===== src/rtl/nid_pkg.sv =====
package nid_pkg;

   localparam int unsigned WORD_W    = 32;
   localparam int unsigned VALID_POS = 31;
   localparam int unsigned ROOT_POS  = 30;
   localparam int unsigned CPWR_POS  = 27;
   localparam int unsigned BUS_LSB   = 6;
   localparam int unsigned LANE_W    = 8;

   typedef struct packed {
      logic valid;
      logic root;
      logic cpwr;
   } phy_flags_t;

endpackage


===== src/rtl/nid_phy_track.sv =====
module nid_phy_track
   import nid_pkg::*;
#(
   parameter int unsigned NODE_W = 6
) (
   input  logic              clk,
   input  logic              rst_n,
   input  logic              bus_reset_i,
   input  logic              node_load_i,
   input  logic [NODE_W-1:0] node_i,
   input  logic              root_i,
   input  logic              stat_upd_i,
   input  logic              cps_i,
   output phy_flags_t        flags_o,
   output logic [NODE_W-1:0] node_o
);

   localparam logic [NODE_W-1:0] NODE_RST = '1;

   phy_flags_t        flags_q;
   logic [NODE_W-1:0] node_q;
   logic              accept_node;

   // A bus reset in the same cycle masks the node delivery
   assign accept_node = node_load_i & ~bus_reset_i;

   always_ff @(posedge clk) begin
      if (!rst_n) begin
         flags_q <= '0;
         node_q  <= NODE_RST;
      end else begin
         if (bus_reset_i) begin
            flags_q.valid <= 1'b0;
            flags_q.root  <= 1'b0;
         end else if (accept_node) begin
            flags_q.valid <= 1'b1;
            flags_q.root  <= root_i;
         end
         if (accept_node)
            node_q <= node_i;
         if (stat_upd_i)
            flags_q.cpwr <= cps_i;
      end
   end

   assign flags_o = flags_q;
   assign node_o  = node_q;

   a_r4_reset_wins : assert property (@(posedge clk) disable iff (!rst_n)
      (bus_reset_i && node_load_i) |=> (!flags_o.valid && node_o == $past(node_o)));

   a_r5_cpwr_hold : assert property (@(posedge clk) disable iff (!rst_n)
      !stat_upd_i |=> (flags_o.cpwr == $past(flags_o.cpwr)));

endmodule


===== src/rtl/nid_busnum_reg.sv =====
module nid_busnum_reg
   import nid_pkg::*;
#(
   parameter int unsigned BUS_W   = 10,
   parameter int unsigned FIELD_LSB = 6,
   parameter bit          BYTE_EN = 1'b1
) (
   input  logic              clk,
   input  logic              rst_n,
   input  logic              wr_en_i,
   input  logic [3:0]        wr_be_i,
   input  logic [WORD_W-1:0] wr_data_i,
   output logic [BUS_W-1:0]  bus_o
);

   localparam logic [BUS_W-1:0] BUS_RST = '1;

   logic [BUS_W-1:0] bit_en;
   logic [BUS_W-1:0] bus_q;

   generate
      if (BYTE_EN) begin : g_lane
         for (genvar i = 0; i < BUS_W; i++) begin : g_bit
            localparam int unsigned LANE = (FIELD_LSB + i) / LANE_W;
            assign bit_en[i] = wr_be_i[LANE];
         end
      end else begin : g_word
         assign bit_en = '1;
      end
   endgenerate

   always_ff @(posedge clk) begin
      if (!rst_n) begin
         bus_q <= BUS_RST;
      end else if (wr_en_i) begin
         for (int i = 0; i < BUS_W; i++)
            if (bit_en[i])
               bus_q[i] <= wr_data_i[FIELD_LSB + i];
      end
   end

   assign bus_o = bus_q;

   a_r9_no_write_hold : assert property (@(posedge clk) disable iff (!rst_n)
      !wr_en_i |=> (bus_o == $past(bus_o)));

endmodule


===== src/rtl/nid_pack.sv =====
module nid_pack
   import nid_pkg::*;
#(
   parameter int unsigned NODE_W = 6,
   parameter int unsigned BUS_W  = 10
) (
   input  phy_flags_t        flags_i,
   input  logic [NODE_W-1:0] node_i,
   input  logic [BUS_W-1:0]  bus_i,
   output logic [WORD_W-1:0] word_o,
   output logic              tx_ok_o
);

   localparam logic [NODE_W-1:0] NODE_BAD = '1;

   always_comb begin
      word_o                              = '0;
      word_o[VALID_POS]                   = flags_i.valid;
      word_o[ROOT_POS]                    = flags_i.root;
      word_o[CPWR_POS]                    = flags_i.cpwr;
      word_o[BUS_LSB +: BUS_W]            = bus_i;
      word_o[NODE_W-1:0]                  = node_i;
   end

   assign tx_ok_o = flags_i.valid && (node_i != NODE_BAD);

endmodule


===== src/rtl/nid_status_reg.sv =====
module nid_status_reg
   import nid_pkg::*;
#(
   parameter int unsigned NODE_W  = 6,
   parameter int unsigned BUS_W   = 10,
   parameter bit          BYTE_EN = 1'b1
) (
   input  logic        clk,
   input  logic        rst_n,
   input  logic        bus_reset_i,
   input  logic        node_load_i,
   input  logic [5:0]  node_i,
   input  logic        root_i,
   input  logic        stat_upd_i,
   input  logic        cps_i,
   input  logic        wr_en_i,
   input  logic [3:0]  wr_be_i,
   input  logic [31:0] wr_data_i,
   output logic [31:0] rd_data_o,
   output logic        tx_run_ok_o
);

   localparam int unsigned ID_W = NODE_W + BUS_W;

   generate
      if (ID_W != 16) begin : g_bad_id
         $error("node and bus fields must fill 16 bits");
      end
      if (NODE_W != BUS_LSB) begin : g_bad_node
         $error("node field width must match bus field offset");
      end
   endgenerate

   phy_flags_t        flags;
   logic [NODE_W-1:0] node;
   logic [BUS_W-1:0]  bus;

   nid_phy_track #(.NODE_W(NODE_W)) u_track (
      .clk        (clk),
      .rst_n      (rst_n),
      .bus_reset_i(bus_reset_i),
      .node_load_i(node_load_i),
      .node_i     (node_i[NODE_W-1:0]),
      .root_i     (root_i),
      .stat_upd_i (stat_upd_i),
      .cps_i      (cps_i),
      .flags_o    (flags),
      .node_o     (node)
   );

   nid_busnum_reg #(.BUS_W(BUS_W), .FIELD_LSB(BUS_LSB), .BYTE_EN(BYTE_EN)) u_bus (
      .clk      (clk),
      .rst_n    (rst_n),
      .wr_en_i  (wr_en_i),
      .wr_be_i  (wr_be_i),
      .wr_data_i(wr_data_i),
      .bus_o    (bus)
   );

   nid_pack #(.NODE_W(NODE_W), .BUS_W(BUS_W)) u_pack (
      .flags_i(flags),
      .node_i (node),
      .bus_i  (bus),
      .word_o (rd_data_o),
      .tx_ok_o(tx_run_ok_o)
   );

   a_r2_reset_clears : assert property (@(posedge clk) disable iff (!rst_n)
      bus_reset_i |=> (!rd_data_o[31] && !rd_data_o[30]));

   a_r3_node_load : assert property (@(posedge clk) disable iff (!rst_n)
      (node_load_i && !bus_reset_i) |=> (rd_data_o[31] && rd_data_o[5:0] == $past(node_i)
                                         && rd_data_o[30] == $past(root_i)));

   a_r5_cpwr_load : assert property (@(posedge clk) disable iff (!rst_n)
      stat_upd_i |=> (rd_data_o[27] == $past(cps_i)));

   a_r7_write_no_node : assert property (@(posedge clk) disable iff (!rst_n)
      !node_load_i |=> (rd_data_o[5:0] == $past(rd_data_o[5:0])));

   a_r7_reserved_zero : assert property (@(posedge clk) disable iff (!rst_n)
      (rd_data_o[29:28] == 2'b00 && rd_data_o[26:16] == 11'd0));

   a_r8_tx_gate : assert property (@(posedge clk) disable iff (!rst_n)
      tx_run_ok_o |-> (rd_data_o[31] && rd_data_o[5:0] != 6'd63));

   a_r9_bus_survives : assert property (@(posedge clk) disable iff (!rst_n)
      (bus_reset_i && !wr_en_i) |=> (rd_data_o[15:6] == $past(rd_data_o[15:6])));

endmodule


===== config.mk =====
export PLATFORM = sky130hd
export DESIGN_NAME = nid_status_reg
export DESIGN_NICKNAME = d
export VERILOG_FILES = /design/src/rtl/nid_pkg.sv /design/src/rtl/nid_phy_track.sv /design/src/rtl/nid_busnum_reg.sv /design/src/rtl/nid_pack.sv /design/src/rtl/nid_status_reg.sv
export SDC_FILE = /design/constraint.sdc
export NUM_CORES = 1
export LEC_CHECK = 0
export BUFFER_PORTS_ARGS = -buffer_cell sky130_fd_sc_hd__buf_2
export CAP_MARGIN = 20
export CORE_ASPECT_RATIO = 1.75
export CORE_MARGIN = 3
export CORE_UTILIZATION = 39
export DETAILED_ROUTE_END_ITERATION = 10
export PLACE_DENSITY = 0.92
export RECOVER_POWER = 100
export SLEW_MARGIN = 20
export SYNTH_ARGS = -nofsm -noshare
export SYNTH_HDL_FRONTEND = slang
export SYNTH_SLANG_ARGS = --single-unit

===== constraint.sdc =====
create_clock -name clk -period 1.8 [get_ports clk]
set_input_delay 0.27 -clock clk [delete_from_list [all_inputs] [get_ports clk]]
set_output_delay 0.27 -clock clk [all_outputs]
set_load 0.005 [all_outputs]

* Word-level counts from Yosys, hierarchy flattened
Cells that the tools add are included.
** Storage, ports and cells
- Bits in registers :: 19
- Output and inout bits :: 33
- Logic and storage cells :: 14
** Operators by class
- Equal/unequal tests :: 1
- Reductions and logical operators :: 4
- Bitwise gates (word level) :: 3
** Operator list (number)
- $ne 6x6->1 const B :: 1
- $reduce_and 2->1 :: 2
- $not 1->1 :: 2
- $reduce_or 2->1 :: 1
- $and 1x1->1 :: 1
- $logic_and 1x1->1 :: 1

* Longest topological paths before layout
- Depth in word-level cells :: 2
- Depth in mapped cells :: 3
- Mapped depth without buffers :: 2

* Cells and area by module
From an unflattened synthesis, not the netlist that was laid out.
** Unflattened totals
- Cell total of the unflattened synthesis :: 118
- Area total of the unflattened synthesis :: 1073.5 µm²
** Modules (own cells, without submodules)
- nid_busnum_reg :: cells an instance 46, instances 1, area each 450.4 µm²
- nid_phy_track :: cells an instance 36, instances 1, area each 361.6 µm²
- nid_pack :: cells an instance 36, instances 1, area each 261.5 µm²

* Least setup slack after synthesis
No wires, ideal clock.
- Path type :: register to output
- From :: register u_track.node_q[3] (netlist: u_track.node_o[3])
- To :: output port tx_run_ok_o
- Data required time :: 1.530 ns
- Buffers on the path :: 0
- Slack :: 0.854 ns
- Arrival time :: 0.676 ns
- Cell stages (with the launch flop) :: 3
- Cell sequence :: dfxtp_1 -> nand4_1 -> o31a_1
** Between the ends
- Word-level cells in the longest chain between the ends :: 2
** Ends and longest elaborated chain
- from (decl) :: RTL line nid_phy_track.sv:21 : logic [NODE_W-1:0] node_q;
- from (signal assigned) :: RTL line nid_phy_track.sv:40 : node_q <= node_i;
- $ne 6x6->1 :: RTL line nid_pack.sv:25 : assign tx_ok_o = flags_i.valid && (node_i != NODE_BAD);
- $logic_and 1x1->1 :: RTL line nid_pack.sv:25
- to (decl) :: RTL line nid_status_reg.sv:20 : output logic tx_run_ok_o
Every way passes these cells.

* Worst setup path after layout
- From :: register u_track.node_q[1] (netlist: u_track.node_o[1])
- To :: output port tx_run_ok_o
Same word-level chain as after synthesis.

==> summary.md <==
| Metric | Value |
|---|---|
| Status | `complete, no violations` |
| CP arrival | `between 1 and 1.5 ns` |
| Chip width | `42.6 µm` |
| Antenna cell count | `0` |
| Global-route wire length before repair | `2960 µm` |
| CP cell instances | `nand4_1 -> o31a_1 -> buf_2` |
| Fin util | `0.505` |
| Maximum VDD drop | `0.000457 V` |
| Critical path destination | `tx_run_ok_o` |
| Total CTS buffers | `3` |
| CTS Buffer Depth | `2` |
| Final Net Count | `190` |
| Final worst-path cycle share | `0.785` |
| Slew HR | `0.556` |
| Syn Std Cell Area | `912 µm²` |
| Cell leakage power | `~0.56 nW` |
| CTS Hold Buffers Added | `0` |
| # fillers | `217` |
| R2r setup slk | `1.12 ns` |
| Worst setup startpoint | `u_track.node_o[1]` |
| CTS tree | `built` |
| Fin. Hold Viols | `0` |
| Peak Freq | `0.707 GHz` |
| Yosys cell types | `20` |
| CP startpoint kind | `flop` |
| Seq/Total Area, Yosys | `0.417` |
| IO Port Bufs | `45` |
| Ys async rst share | `0` |
| Routed len/inst | `11.1 µm` |
| Post-DP HPWL | `1460 µm` |
| Die area | `around 3000 µm²` |
| Area leader, netlist | `dfxtp_1` |
| Max Cap Viol | `0` |
| Critical path depth in cells | `3` |
| Setup_tns | `0 ns` |
| # rows | `22` |
| Crit-path max cell delay | `0.37 ns` |
| H-tree depth | `1` |
| Placed cell area | `approximately 1100 µm²` |
| Post-CTS Repair Setup Buffers | `0` |
| Mapped Cells | `96` |
| CP delay by family, top | `flip-flops` |
| Share of cells above drive strength 1 | `0.353` |
| Tightest Pin Transition | `0.666 ns` |
| RePlAce Congestion | `between 0.7 and 0.8` |
| Post-synthesis register bit count | `19` |
| Clock Skew | `0 ns` |
| Largest net degree at the start of global routing | `21` |
| Pwr Density | `723 nW/µm²` |
| Crit-path slowest cell | `dfxtp_1` |
| CP bufs+invs | `1` |
| Via count | `796` |
| Core ar. | `2150 µm²` |
| Primary FF master, synth | `dfxtp_1` |
| Remaining antenna violation count | `0` |
| Number of antenna violations at the first check in global routing | `0` |
| Synth warn | `0` |
| Clock Latency Late Sink | `0.29 ns` |
| GR Util All Layers | `0.123` |
| Area fraction of the dominant cell type after synthesis | `0.417` |
| Post-CTS sizing | `0` |
| Top-count cell post-synth | `dfxtp_1` |
| Initial drt markers | `9` |
| RSZ-0062 raised after global routing | `no` |
| DRC viols | `0` |
| Reg2reg path depth | `2` |
| Die outline height | `70.0 µm` |
| Worst EP required | `roughly 1.5 ns` |
| Ports | `83` |
| Worst Setup End Kind | `primary output` |
| Gr ovfl total | `0` |
| Vias in the first global route | `744` |
| Post-synth EDFFs | `0` |
| Root Driver | `clkbuf_4` |
| Pre-Repair DR Iteration Count | `4` |
| Initial Util | `0.425` |
| Max Slew Vio Count | `0` |
| Reg-to-Reg End | `u_bus.bus_o[8]` |
| Final WL | `1810 µm` |
| Clk pin slew, worst setup/hold paths | `0.10 ns` |
| Cell area after layout | `1080 µm²` |
| Area Growth Syn to Fin | `18.8%` |
| Reg2reg start | `u_bus.bus_o[8]` |
| Final setup vio count | `0` |
| CTS Sinks | `19` |
| Post-DR vias/cell | `4.88` |
| CP Class | `reg -> out` |
| Worst min-delay path class | `in -> reg` |
| Synth Area per Inst | `between 9 and 10 µm²` |
| Crit Path Max Fanout | `3` |
| Period minus WS final | `1.41 ns` |
| Top cells by area, synth | `dfxtp_1 (42%), buf_4 (12%), and3b_2 (6.6%)` |
| Synth cell count leaders | `dfxtp_1 (19), buf_4 (14), a21oi_1 (10)` |
-- worst min path at each step --
stage	from	slack, ns	cells past startpoint	end
4_1_cts	root_i	0.21	3	u_track.flags_o[1]
3_5_place_dp	u_track.flags_o[1]	0.48	2	u_track.flags_o[1]
3_3_place_gp	u_track.flags_o[1]	0.47	2	u_track.flags_o[1]
5_1_grt	node_i[0]	0.24	3	u_track.node_o[0]
6_report	root_i	0.22	3	u_track.flags_o[1]
2_1_floorplan	rst_n	0.35	1	u_bus.bus_o[0]
-- cell type report --
cell class,instances,area [µm²],share of cell area
clock buffer,4,26.3,0.0242
tap,24,30.0,0.0277
timing repair buffer,45,218,0.201
multi-input combinational,65,407,0.375
sequential,19,380,0.351
inverter,6,22.5,0.0208
-- flip-flops by register name, indices dropped and copies added, names as in the netlist --
register and cells:
u_track.flags_o 3, u_track.node_o 6, u_bus.bus_o 10
-- routing by layer --
layer | vias up | wire (µm) | track usage
li1 | 393 | - | -
met1 | 360 | 653 | 0.127
met2 | 43 | 964 | 0.221
met3 | 0 | 194 | 0.0438
met4 | 0 | 0 | 0.0415
met5 | - | 0 | 0
-- layout by cell type (no fill, tap or decap) --
cell,synthesis,final
a21oi_1,10,10
and3b_1,4,4
and3b_2,6,6
buf_2,1,39
clkbuf_1,0,7
clkbuf_4,0,3
conb_1,1,13
dfxtp_1,19,19
inv_1,6,6
mux2i_1,2,2
nand2b_1,1,1
nand3b_1,6,6
nand4_1,1,1
nor2_1,3,3
nor2b_1,1,1
nor2b_4,1,1
o211ai_1,6,6
o21ai_0,0,9
o21ai_1,9,1
o31a_1,1,1
-- stage by stage --
step | std cells | hold WS, ns | total power, mW | setup WS (ns)
after global routing | 163 | 0.239 | 0.832 | 0.326
after detailed placement | 159 | 0.483 | 0.589 | 0.706
after floorplan | 108 | 0.350 | 0.555 | 0.854
final | 163 | 0.224 | 0.783 | 0.386
after global placement | 159 | 0.474 | 0.583 | 0.732
after CTS | 163 | 0.209 | 0.802 | 0.361
-- worst min-delay path: stages --
cell and delay, ns:
buf_2 0.08, mux2i_1 0.06, nor2_1 0.08
-- cell families (layout without fill, tap and decap cells) --
family                 Yosys count  in the layout  share of synthesized area
AOI/OAI and AO/OA               27             27                      0.173
buffers and inverters           24             55                      0.182
DFF                             19             19                      0.417
muxes                            2              2                     0.0219
other                            1             13                    0.00411
and+or+nand+nor                 23             23                      0.202
-- power breakdown --
group,leakage (nW),internal [mW],switching [mW]
clock,0.0150,0.0860,0.122
sequential,0.157,0.443,0.0123
combinational,0.385,0.0600,0.0602
total,0.556,0.589,0.194
(Power assumes the default switching activity.)
